`config.mk`:
```
export PLATFORM = sky130hd
export DESIGN_NAME = sbs_sram_core
export DESIGN_NICKNAME = d
export VERILOG_FILES = /design/src/rtl/sbs_pkg.sv /design/src/rtl/sbs_in_reg.sv /design/src/rtl/sbs_burst_gen.sv /design/src/rtl/sbs_cycle_ctl.sv /design/src/rtl/sbs_mem_array.sv /design/src/rtl/sbs_out_stage.sv /design/src/rtl/sbs_sram_core.sv
export SDC_FILE = /design/constraint.sdc
export NUM_CORES = 1
export LEC_CHECK = 0
export ABC_CLOCK_PERIOD_IN_PS = 9750
export CAP_MARGIN = 30
export CORE_ASPECT_RATIO = 1.2
export CORE_MARGIN = 3
export CORE_UTILIZATION = 35
export DETAILED_ROUTE_END_ITERATION = 6
export SYNTH_ARGS = -nofsm -noshare
export SYNTH_HDL_FRONTEND = slang
export SYNTH_SLANG_ARGS = --single-unit
```
`constraint.sdc`:
```
create_clock -name clk -period 9.75 [get_ports clk]
set_input_delay 0.975 -clock clk [delete_from_list [all_inputs] [get_ports clk]]
set_output_delay 0.975 -clock clk [all_outputs]
set_load 0.1 [all_outputs]
```
`src/rtl/sbs_pkg.sv`:
```
package sbs_pkg;

  typedef enum logic [1:0] {
    OP_IDLE  = 2'd0,
    OP_READ  = 2'd1,
    OP_WRITE = 2'd2,
    OP_DESEL = 2'd3
  } sbs_op_e;

  localparam int SBS_LANE_W = 9;
  localparam int SBS_LANES  = 2;
  localparam int SBS_BURST_W = 2;

endpackage

```
`src/rtl/sbs_in_reg.sv`:
```
module sbs_in_reg #(
  parameter int AW    = 6,
  parameter int LANES = 2,
  parameter int DW    = 18
) (
  input  logic             clk,
  input  logic             rst_n,
  input  logic [AW-1:0]    addr,
  input  logic [DW-1:0]    wdata,
  input  logic             sel0_n,
  input  logic             sel1,
  input  logic             sel2_n,
  input  logic             host_strobe_n,
  input  logic             ctrl_strobe_n,
  input  logic             advance_n,
  input  logic [LANES-1:0] lane_we_n,
  input  logic             lane_wmaster_n,
  input  logic             all_we_n,
  output logic [AW-1:0]    r_addr,
  output logic [DW-1:0]    r_wdata,
  output logic             r_sel0_n,
  output logic             r_sel1,
  output logic             r_sel2_n,
  output logic             r_host_n,
  output logic             r_ctrl_n,
  output logic             r_adv_n,
  output logic [LANES-1:0] r_lane_n,
  output logic             r_master_n,
  output logic             r_all_n
);

  // Every synchronous input passes one register; controls reset to idle.
  always_ff @(posedge clk) begin
    if (!rst_n) begin
      r_addr     <= '0;
      r_wdata    <= '0;
      r_sel0_n   <= 1'b1;
      r_sel1     <= 1'b0;
      r_sel2_n   <= 1'b1;
      r_host_n   <= 1'b1;
      r_ctrl_n   <= 1'b1;
      r_adv_n    <= 1'b1;
      r_lane_n   <= '1;
      r_master_n <= 1'b1;
      r_all_n    <= 1'b1;
    end else begin
      r_addr     <= addr;
      r_wdata    <= wdata;
      r_sel0_n   <= sel0_n;
      r_sel1     <= sel1;
      r_sel2_n   <= sel2_n;
      r_host_n   <= host_strobe_n;
      r_ctrl_n   <= ctrl_strobe_n;
      r_adv_n    <= advance_n;
      r_lane_n   <= lane_we_n;
      r_master_n <= lane_wmaster_n;
      r_all_n    <= all_we_n;
    end
  end

endmodule

```
`src/rtl/sbs_burst_gen.sv`:
```
module sbs_burst_gen #(
  parameter int BW = 2
) (
  input  logic          clk,
  input  logic          rst_n,
  input  logic          load,
  input  logic          step,
  input  logic          order,
  input  logic [BW-1:0] base_lo,
  output logic [BW-1:0] ofs
);

  logic [BW-1:0] cnt_q;
  logic [BW-1:0] cnt_d;

  // The offset used in a cycle already includes that cycle's step.
  always_comb begin
    if (load)      cnt_d = '0;
    else if (step) cnt_d = cnt_q + 1'b1;
    else           cnt_d = cnt_q;
  end

  assign ofs = order ? (base_lo ^ cnt_d) : (base_lo + cnt_d);

  always_ff @(posedge clk) begin
    if (!rst_n) cnt_q <= '0;
    else        cnt_q <= cnt_d;
  end

endmodule

```
`src/rtl/sbs_cycle_ctl.sv`:
```
module sbs_cycle_ctl
  import sbs_pkg::*;
#(
  parameter int AW    = 6,
  parameter int LANES = 2,
  parameter int BW    = 2
) (
  input  logic             clk,
  input  logic             rst_n,
  input  logic [AW-1:0]    r_addr,
  input  logic             r_sel0_n,
  input  logic             r_sel1,
  input  logic             r_sel2_n,
  input  logic             r_host_n,
  input  logic             r_ctrl_n,
  input  logic             r_adv_n,
  input  logic [LANES-1:0] r_lane_n,
  input  logic             r_master_n,
  input  logic             r_all_n,
  input  logic             burst_order,
  output sbs_op_e          op,
  output logic [AW-1:0]    eff_addr,
  output logic [LANES-1:0] lane_mask
);

  logic            act_q;
  logic [AW-1:0]   base_q;
  logic            host_go;
  logic            start;
  logic            selected;
  logic            live;
  logic            step;
  logic [AW-1:0]   base_sel;
  logic [BW-1:0]   ofs;
  logic [LANES-1:0] mask_raw;
  logic            wr;

  assign host_go  = !r_host_n && !r_sel0_n;
  assign start    = host_go || !r_ctrl_n;
  assign selected = !r_sel0_n && r_sel1 && !r_sel2_n;
  assign live     = start ? selected : act_q;
  assign step     = !start && act_q && !r_adv_n;
  assign base_sel = start ? r_addr : base_q;

  sbs_burst_gen #(.BW(BW)) u_burst (
    .clk     (clk),
    .rst_n   (rst_n),
    .load    (start),
    .step    (step),
    .order   (burst_order),
    .base_lo (base_sel[BW-1:0]),
    .ofs     (ofs)
  );

  assign eff_addr = {base_sel[AW-1:BW], ofs};

  always_comb begin
    if (!r_all_n)         mask_raw = '1;
    else if (!r_master_n) mask_raw = ~r_lane_n;
    else                  mask_raw = '0;
  end

  // Host-strobe starts never write.
  assign wr        = live && !host_go && (|mask_raw);
  assign lane_mask = wr ? mask_raw : '0;

  always_comb begin
    if (!live)   op = start ? OP_DESEL : OP_IDLE;
    else if (wr) op = OP_WRITE;
    else         op = OP_READ;
  end

  always_ff @(posedge clk) begin
    if (!rst_n) begin
      act_q  <= 1'b0;
      base_q <= '0;
    end else if (start) begin
      act_q  <= selected;
      base_q <= r_addr;
    end
  end

endmodule

```
`src/rtl/sbs_mem_array.sv`:
```
module sbs_mem_array #(
  parameter int AW     = 6,
  parameter int LANE_W = 9,
  parameter int LANES  = 2,
  parameter int DW     = LANE_W * LANES
) (
  input  logic             clk,
  input  logic [LANES-1:0] we,
  input  logic [AW-1:0]    addr,
  input  logic [DW-1:0]    wd,
  output logic [DW-1:0]    rd
);

  localparam int DEPTH = 1 << AW;

  for (genvar g = 0; g < LANES; g++) begin : g_lane
    logic [LANE_W-1:0] lane_mem [DEPTH];

    always_ff @(posedge clk) begin
      if (we[g]) lane_mem[addr] <= wd[g*LANE_W +: LANE_W];
    end

    assign rd[g*LANE_W +: LANE_W] = lane_mem[addr];
  end

endmodule

```
`src/rtl/sbs_out_stage.sv`:
```
module sbs_out_stage
  import sbs_pkg::*;
#(
  parameter int DW = 18
) (
  input  logic          clk,
  input  logic          rst_n,
  input  sbs_op_e       op,
  input  logic [DW-1:0] rd_word,
  input  logic          out_en_n,
  output logic [DW-1:0] rdata,
  output logic          rdata_drive,
  output logic          drv_o
);

  logic [DW-1:0] data_q;
  logic          drv_q;
  logic          ext_q;

  // Second drive stage: one deselect after read data keeps the bus once.
  always_ff @(posedge clk) begin
    if (!rst_n) begin
      data_q <= '0;
      drv_q  <= 1'b0;
      ext_q  <= 1'b0;
    end else if (op == OP_READ) begin
      data_q <= rd_word;
      drv_q  <= 1'b1;
      ext_q  <= 1'b0;
    end else if (op == OP_DESEL && drv_q && !ext_q) begin
      drv_q  <= 1'b1;
      ext_q  <= 1'b1;
    end else begin
      drv_q  <= 1'b0;
      ext_q  <= 1'b0;
    end
  end

  assign drv_o       = drv_q;
  assign rdata_drive = drv_q && !out_en_n;
  assign rdata       = rdata_drive ? data_q : '0;

endmodule

```
`src/rtl/sbs_sram_core.sv`:
```
module sbs_sram_core
  import sbs_pkg::*;
#(
  parameter int AW     = 6,
  parameter int LANE_W = SBS_LANE_W,
  parameter int LANES  = SBS_LANES,
  parameter int BW     = SBS_BURST_W
) (
  input  logic                      clk,
  input  logic                      rst_n,
  input  logic [AW-1:0]             addr,
  input  logic [LANE_W*LANES-1:0]   wdata,
  input  logic                      sel0_n,
  input  logic                      sel1,
  input  logic                      sel2_n,
  input  logic                      host_strobe_n,
  input  logic                      ctrl_strobe_n,
  input  logic                      advance_n,
  input  logic                      burst_order,
  input  logic [LANES-1:0]          lane_we_n,
  input  logic                      lane_wmaster_n,
  input  logic                      all_we_n,
  input  logic                      out_en_n,
  output logic [LANE_W*LANES-1:0]   rdata,
  output logic                      rdata_drive
);

  localparam int DW = LANE_W * LANES;

  logic [AW-1:0]    r_addr;
  logic [DW-1:0]    r_wdata;
  logic             r_sel0_n, r_sel1, r_sel2_n;
  logic             r_host_n, r_ctrl_n, r_adv_n;
  logic [LANES-1:0] r_lane_n;
  logic             r_master_n, r_all_n;

  sbs_op_e          op_w;
  logic [AW-1:0]    eff_addr_w;
  logic [LANES-1:0] lane_mask_w;
  logic [DW-1:0]    rd_word_w;
  logic             drv_w;

  sbs_in_reg #(.AW(AW), .LANES(LANES), .DW(DW)) u_in (
    .clk            (clk),
    .rst_n          (rst_n),
    .addr           (addr),
    .wdata          (wdata),
    .sel0_n         (sel0_n),
    .sel1           (sel1),
    .sel2_n         (sel2_n),
    .host_strobe_n  (host_strobe_n),
    .ctrl_strobe_n  (ctrl_strobe_n),
    .advance_n      (advance_n),
    .lane_we_n      (lane_we_n),
    .lane_wmaster_n (lane_wmaster_n),
    .all_we_n       (all_we_n),
    .r_addr         (r_addr),
    .r_wdata        (r_wdata),
    .r_sel0_n       (r_sel0_n),
    .r_sel1         (r_sel1),
    .r_sel2_n       (r_sel2_n),
    .r_host_n       (r_host_n),
    .r_ctrl_n       (r_ctrl_n),
    .r_adv_n        (r_adv_n),
    .r_lane_n       (r_lane_n),
    .r_master_n     (r_master_n),
    .r_all_n        (r_all_n)
  );

  sbs_cycle_ctl #(.AW(AW), .LANES(LANES), .BW(BW)) u_ctl (
    .clk         (clk),
    .rst_n       (rst_n),
    .r_addr      (r_addr),
    .r_sel0_n    (r_sel0_n),
    .r_sel1      (r_sel1),
    .r_sel2_n    (r_sel2_n),
    .r_host_n    (r_host_n),
    .r_ctrl_n    (r_ctrl_n),
    .r_adv_n     (r_adv_n),
    .r_lane_n    (r_lane_n),
    .r_master_n  (r_master_n),
    .r_all_n     (r_all_n),
    .burst_order (burst_order),
    .op          (op_w),
    .eff_addr    (eff_addr_w),
    .lane_mask   (lane_mask_w)
  );

  sbs_mem_array #(.AW(AW), .LANE_W(LANE_W), .LANES(LANES), .DW(DW)) u_mem (
    .clk  (clk),
    .we   (lane_mask_w),
    .addr (eff_addr_w),
    .wd   (r_wdata),
    .rd   (rd_word_w)
  );

  sbs_out_stage #(.DW(DW)) u_out (
    .clk         (clk),
    .rst_n       (rst_n),
    .op          (op_w),
    .rd_word     (rd_word_w),
    .out_en_n    (out_en_n),
    .rdata       (rdata),
    .rdata_drive (rdata_drive),
    .drv_o       (drv_w)
  );

endmodule

```
======== Word-level counts from Yosys, hierarchy flattened ========
Memories as Yosys holds them, arrays and structs flattened. A register that Yosys moved wholly into a read port is not among the register bits.
Index checks and enable logic that the tools add are counted.
word-level totals
  word-level logic and storage cells ...... 67
  input bits .............................. 38
  flip-flop bits (word level) ............. 45
  memory bits (writable) .................. 1152
  memories kept ........................... 2
  output and inout bits ................... 19
operators by class
  mux-type cells .......................... 18
  bitwise logic cells ..................... 3
  add/subtract/negate cells ............... 2
  eq/ne operators ......................... 2
  reduce and logical (&&, ||, !) cells .... 24
memory list
  name                      depth  bits a word  read ports  clocked after memory_dff  wr ports  line                 text
  u_mem.g_lane[0].lane_mem  64     9            1           1                         1         sbs_mem_array.sv:17  logic [LANE_W-1:0] lane_mem [DEPTH];
  u_mem.g_lane[1].lane_mem  64     9            1           1                         1         sbs_mem_array.sv:17
operator list
  cell                                                                    count
  18-bit 2-to-1 mux                                                       1
  2-bit 2-to-1 mux                                                        9
  1-bit logical NOT                                                       11
  1-bit logical AND                                                       10
  1-bit 2-to-1 mux                                                        7
  6-bit 2-to-1 mux                                                        1
  2-bit OR reduction                                                      2
  2-bit by 1-bit adder with 2-bit output (second input constant)          1
  2-bit adder                                                             1
  2-bit by 1-bit equality test with 1-bit output (second input constant)  1
  2-bit equality test (second input constant)                             1
  2-bit inverter                                                          1
  2-bit bitwise XOR                                                       1
  1-bit logical OR                                                        1
  1-bit inverter                                                          1

======== Depth between registers and ports, before layout ========
  word-level depth ........................ 13
  depth in mapped cells ................... 18
  depth with buffers taken out ............ 12

======== Cells and area by module ========
Synthesis repeated with hierarchy kept, for this count alone.
unflattened totals
  cell total of the unflattened synthesis .. 2847
  area total of the unflattened synthesis .. 46927.5 um^2
by module, submodules not included
  module         cells each  area an instance (um^2)  times used  sequential area each (um^2)
  sbs_mem_array  2606        44525.2                  1           34593.2
  sbs_out_stage  106         919.6                    1           400.4
  sbs_in_reg     71          913.4                    1           680.7
  sbs_cycle_ctl  48          437.9                    1           140.1
  sbs_burst_gen  16          131.4                    1           40.0

======== Worst setup path after synthesis ========
No wires, ideal clock.
  path type ............................... input-to-output
  start point ............................. in out_en_n
  end point ............................... out rdata[10]
  required time ........................... 8.775 ns
  cell stages on the path ................. 3
  arrival ................................. 3.128 ns
  setup slack ............................. 5.647 ns
  path buffers ............................ 1
  path through ............................ nor2b_1 clkbuf_1 and2_1
between the ends
  word-level cells in the longest chain between the ends .. 3
ends and longest elaborated chain
  element            line                 text
  from (decl)        sbs_sram_core.sv:23  input logic out_en_n,
  1-bit logical NOT  sbs_out_stage.sv:40  assign rdata_drive = drv_q && !out_en_n;
  1-bit logical AND  sbs_out_stage.sv:40
  net rdata_drive    sbs_sram_core.sv:25  output logic rdata_drive
  18-bit 2-to-1 mux  sbs_out_stage.sv:41  assign rdata = rdata_drive ? data_q : '0;
  to (decl)          sbs_sram_core.sv:24  output logic [LANE_W*LANES-1:0] rdata,
The timed path passes the listed nets, and every way through them passes these cells.

======== Final worst setup path ========
  start point ............................. reg u_in.r_ctrl_n
  end point ............................... mem u_mem.g_lane[1].lane_mem[57][4], enable pin
between the ends
  elaborated cells between the ends (all ways) .. 17
  those cells by class .................... add/sub: 1; mux: 8; bitwise: 1; reduce/logical: 7
RTL lines
  element                                                  line                 text
  from (decl)                                              sbs_in_reg.sv:25     output logic r_ctrl_n,
  from (signal assigned)                                   sbs_in_reg.sv:53     r_ctrl_n <= ctrl_strobe_n;
  1-bit logical NOT (*)                                    sbs_cycle_ctl.sv:39  assign start = host_go || !r_ctrl_n;
  1-bit logical OR (*)                                     sbs_cycle_ctl.sv:39
  6-bit 2-to-1 mux (*)                                     sbs_cycle_ctl.sv:43  assign base_sel = start ? r_addr : base_q;
  net u_ctl.base_sel[0]                                    sbs_cycle_ctl.sv:33  logic [AW-1:0] base_sel;
  2-bit adder / 2-bit bitwise XOR (equally long branches)  sbs_burst_gen.sv:23  assign ofs = order ? (base_lo ^ cnt_d) : (base_lo + cnt_d);
  2-bit 2-to-1 mux (*)                                     sbs_burst_gen.sv:23
  to (decl)                                                sbs_mem_array.sv:17
The timed path passes the listed nets; every way through them passes the cells marked *.

==> impl_results.md <==
- Max_slew headroom: 27.23%
- CTS root buf: clkbuf_16
- Synth Area in XOR/XNOR: 0.1862%
- Largest family of logic cells by synthesized area: simple AND/OR/NAND/NOR gates
- Largest net degree at the start of global routing: 207
- Wire per inst: 27.29 um
- Port Buffers: 56
- Initial antenna violation count: 3
- Clock share of power: 43.1%
- Async SR Flop Fraction: 0%
- Tightest Pin Transition: 1.064 ns
- Status: complete, no violations
- Synth area leader: edfxtp_1
- Power share of the combinational group: 4.9%
- Final #Nets: 3742
- I/O pin count: 57
- Switching power: 2.420 mW
- Endpoint class of the critical path: flop
- Final setup vio count: 0
- Setup Fix Bufs, Post-CTS: 0
- Most frequent cells in the layout: edfxtp_1, nor3_1, nor2_1
- Top_reg_cell synth: edfxtp_1
- WHS Endpoint: u_out.ext_q
- Post-DP HPWL: 93600 um
- Grt ovf: 0
- CTS tree: done
- Power Density: 192.5 nW/um^2
- Mapped Avg Cell Area: 13.55 sq um
- MaxCap Viol Count: 0
- Final WL: 156200 um
- Clock skew: 0.04852 ns
- Routability congestion estimate from global placement: 0.8545
- Tightest Hold Check Type: flop to flop
- Post-synth EDFFs: 1152
- Crit Path Max Fanout: 45
- Register share of total power: 52.0%
- Drt drc: 0
- Clk sinks: 1215
- Most common cell after layout, fill and taps aside: edfxtp_1
- Placed inst area: 53600 sq um
- Area of the core: 144000 sq um
- Total negative slack: 0 ns
- Placed cell count: 5510
- Vias: 33780
- Clk slew on worst S/H paths: 0.06 ns
- Peak VDD IR: 0.1366 mV
- Slew Viols, Final: 0
- RR Startpoint: u_in.r_ctrl_n
- Library cells used by synthesis: 68
- Die Wd: 354.7 um
- Synthesized Nets: 3807
- Layout cells sized above 1: 8.871%
- GR Util All Layers: 20.08%
- PnR worst setup slack: 3.994 ns
- Mux share of post-synthesis cell area: 5.685%
- Area growth from synthesis to layout: 12.88%
- Post-layout min period: 5.756 ns
- Switching share of power: 21.80%
- PostCTS Resize Cnt: 0
- Seq cells post-synth: 1215
- Worst-Skew Late Latency: 0.73 ns
- Die area: 150500 sq um
- Main area contributors after synthesis: edfxtp_1, mux2i_1, nor3_1
- Crit share post-route: 59.04%
- R2r setup slk: 3.99 ns
- Startpoint types: flop
- Seq/Total Area, Yosys: 70.22%
- Beginning of the worst hold path: u_out.ext_q
- Fmax: 173.7 MHz
- Initial Utilization: 35.46%
- Final cell count without fillers: 5724
- Complex-gate fraction of the synthesized area: 10.10%
- Number of detailed-route iterations in the first pass: 6
- Synth warnings: 0
- WHS Path Cells: 1
- Clk buf depth: 3
- Cells after Synth: 3768
- CTS buffer count: 115
- FF-to-FF End: u_mem.g_lane[1].lane_mem[57][4]
- Area of the mapped netlist: 51060 sq um
- Pre-CTS setup slack: 3.989 ns
- Critical path arrival: 6.09 ns
- Final Cell Area: 57630 sq um
- Average vias per placed instance: 5.902
- H-tree levels: 3
- Antenna fix cells: 0
- Number of global-route vias before repair: 32090
- CTS Hold Bufs: 0
- # rows: 152
- Global-route wire length before repair: 225000 um
- CP Class: flop to flop
- Die H: 424.4 um
- R2R cell count: 11
- Fin. Hold Viols: 0
- CP required: 10.08 ns
- Internal Power: 8.677 mW
- Remaining antenna violation count: 0
- Adder-Cell Fraction of Synth Area: 0.02451%
- Tot Pwr: 11.10 mW
- Area share of the largest cell type after synthesis: 67.75%
- Post-Synth Simple-Gate Area: 11.29%
- DR iter-0 viols: 4280
- RSZ-0062 raised after global routing: false
- Leakage: 17.14 nW
## how the worst max path moves through the flow
stage / from / end / slack [ns] / cells after the start
detailed placement: burst_order / u_mem.g_lane[1].lane_mem[43][3] / 3.99 / 9
global placement: burst_order / u_mem.g_lane[0].lane_mem[40][8] / 3.88 / 8
floorplan: out_en_n / rdata[10] / 5.65 / 3
CTS: u_in.r_ctrl_n / u_mem.g_lane[1].lane_mem[57][8] / 4.04 / 11
finish: u_in.r_ctrl_n / u_mem.g_lane[1].lane_mem[57][4] / 3.99 / 11
global route: u_in.r_sel0_n / u_mem.g_lane[1].lane_mem[57][8] / 3.76 / 11
## state kept, by name (all words and copies together) (netlist names)
| register | flops |
|---|---|
| u_ctl.act_q | 1 |
| u_ctl.base_q | 6 |
| u_ctl.u_burst.cnt_q | 2 |
| u_in.r_addr | 6 |
| u_in.r_adv_n | 1 |
| u_in.r_all_n | 1 |
| u_in.r_ctrl_n | 1 |
| u_in.r_host_n | 1 |
| u_in.r_lane_n | 2 |
| u_in.r_master_n | 1 |
| u_in.r_sel0_n | 1 |
| u_in.r_sel1 | 1 |
| u_in.r_sel2_n | 1 |
| u_in.r_wdata | 18 |
| u_mem.g_lane.lane_mem | 1152 |
| u_out.data_q | 18 |
| u_out.drv_o | 1 |
| u_out.ext_q | 1 |
## cells by family (layout without fill, tap and decap cells)
kind of cell,after synthesis,in the layout
compound gates,752,752
xor+xnor,7,7
fa+ha+maj,1,1
buf+inv,312,343
flops,1215,1215
mux,277,277
simple gates,1204,1204
## metrics by stage
stage	util [%]	hold slack (ns)
after detailed placement	37.23	0.4003
after floorplan	-	0.3840
after global placement	37.14	0.4163
after CTS	40.01	0.4092
final	40.03	0.4053
after global routing	40.03	0.4333
## worst max-delay path, cell delays in order (launching register included)
cell and delay, ns:
dfxtp_1 0.47, o21a_1 0.63, nand2_1 0.12, nand2_1 0.15
ha_4 0.13, nand2b_1 0.28, xor2_4 0.42, xnor2_4 0.16
buf_4 0.52, buf_4 0.62, nand3_2 0.82, nor2_1 0.97
## area by class of cell
| class | instances | area, sq um |
|---|---|---|
| Clock inverter | 73 | 959.7 |
| Multi-Input combinational cell | 2241 | 14060 |
| Tap cell | 1925 | 2409 |
| Timing Repair Buffer | 127 | 1242 |
| Clock buffer | 140 | 3045 |
| Inverter | 3 | 13.76 |
| Sequential cell | 1215 | 35900 |
| Fill cell | 13280 | 86340 |
## synth_stat cells, drive strengths merged, types with 4 or more instances
library cell / n
o311ai: 14
o22ai: 86
a21oi: 150
nor4: 107
a221oi: 5
or3: 56
nor3: 419
o2111ai: 30
nand2b: 13
a32oi: 20
mux2i: 237
edfxtp: 1152
a211oi: 19
nor2: 247
o211ai: 39
xnor2: 6
a2111oi: 5
clkbuf: 205
buf: 104
o21ai: 112
nand2: 245
o32ai: 5
o221a: 12
mux2: 34
o221ai: 140
o41ai: 9
nand3: 25
mux4: 6
o21bai: 9
and2: 53
nor2b: 6
a31oi: 72
dfxtp: 63
nand3b: 4
and3: 21
## power by group through the flow
stage	Clock (mW)	Sequential, mW	Combinational [mW]
5_1_grt	5.02	5.77	0.569
3_3_place_gp	0	5.88	0.528
3_5_place_dp	0	5.88	0.534
2_1_floorplan	0	5.87	0.308
6_report	4.79	5.77	0.541
4_1_cts	4.83	5.77	0.536
## per-layer routing
metal  vias to the layer above  track usage [%]  wire length, um
li1                      14760                -                -
met1                     16860            25.51            59740
met2                      1829            33.38            75780
met3                       328            3.097            12420
met4                         0            10.12             8288
met5                         -                0                0
(Power assumes the default switching activity.)
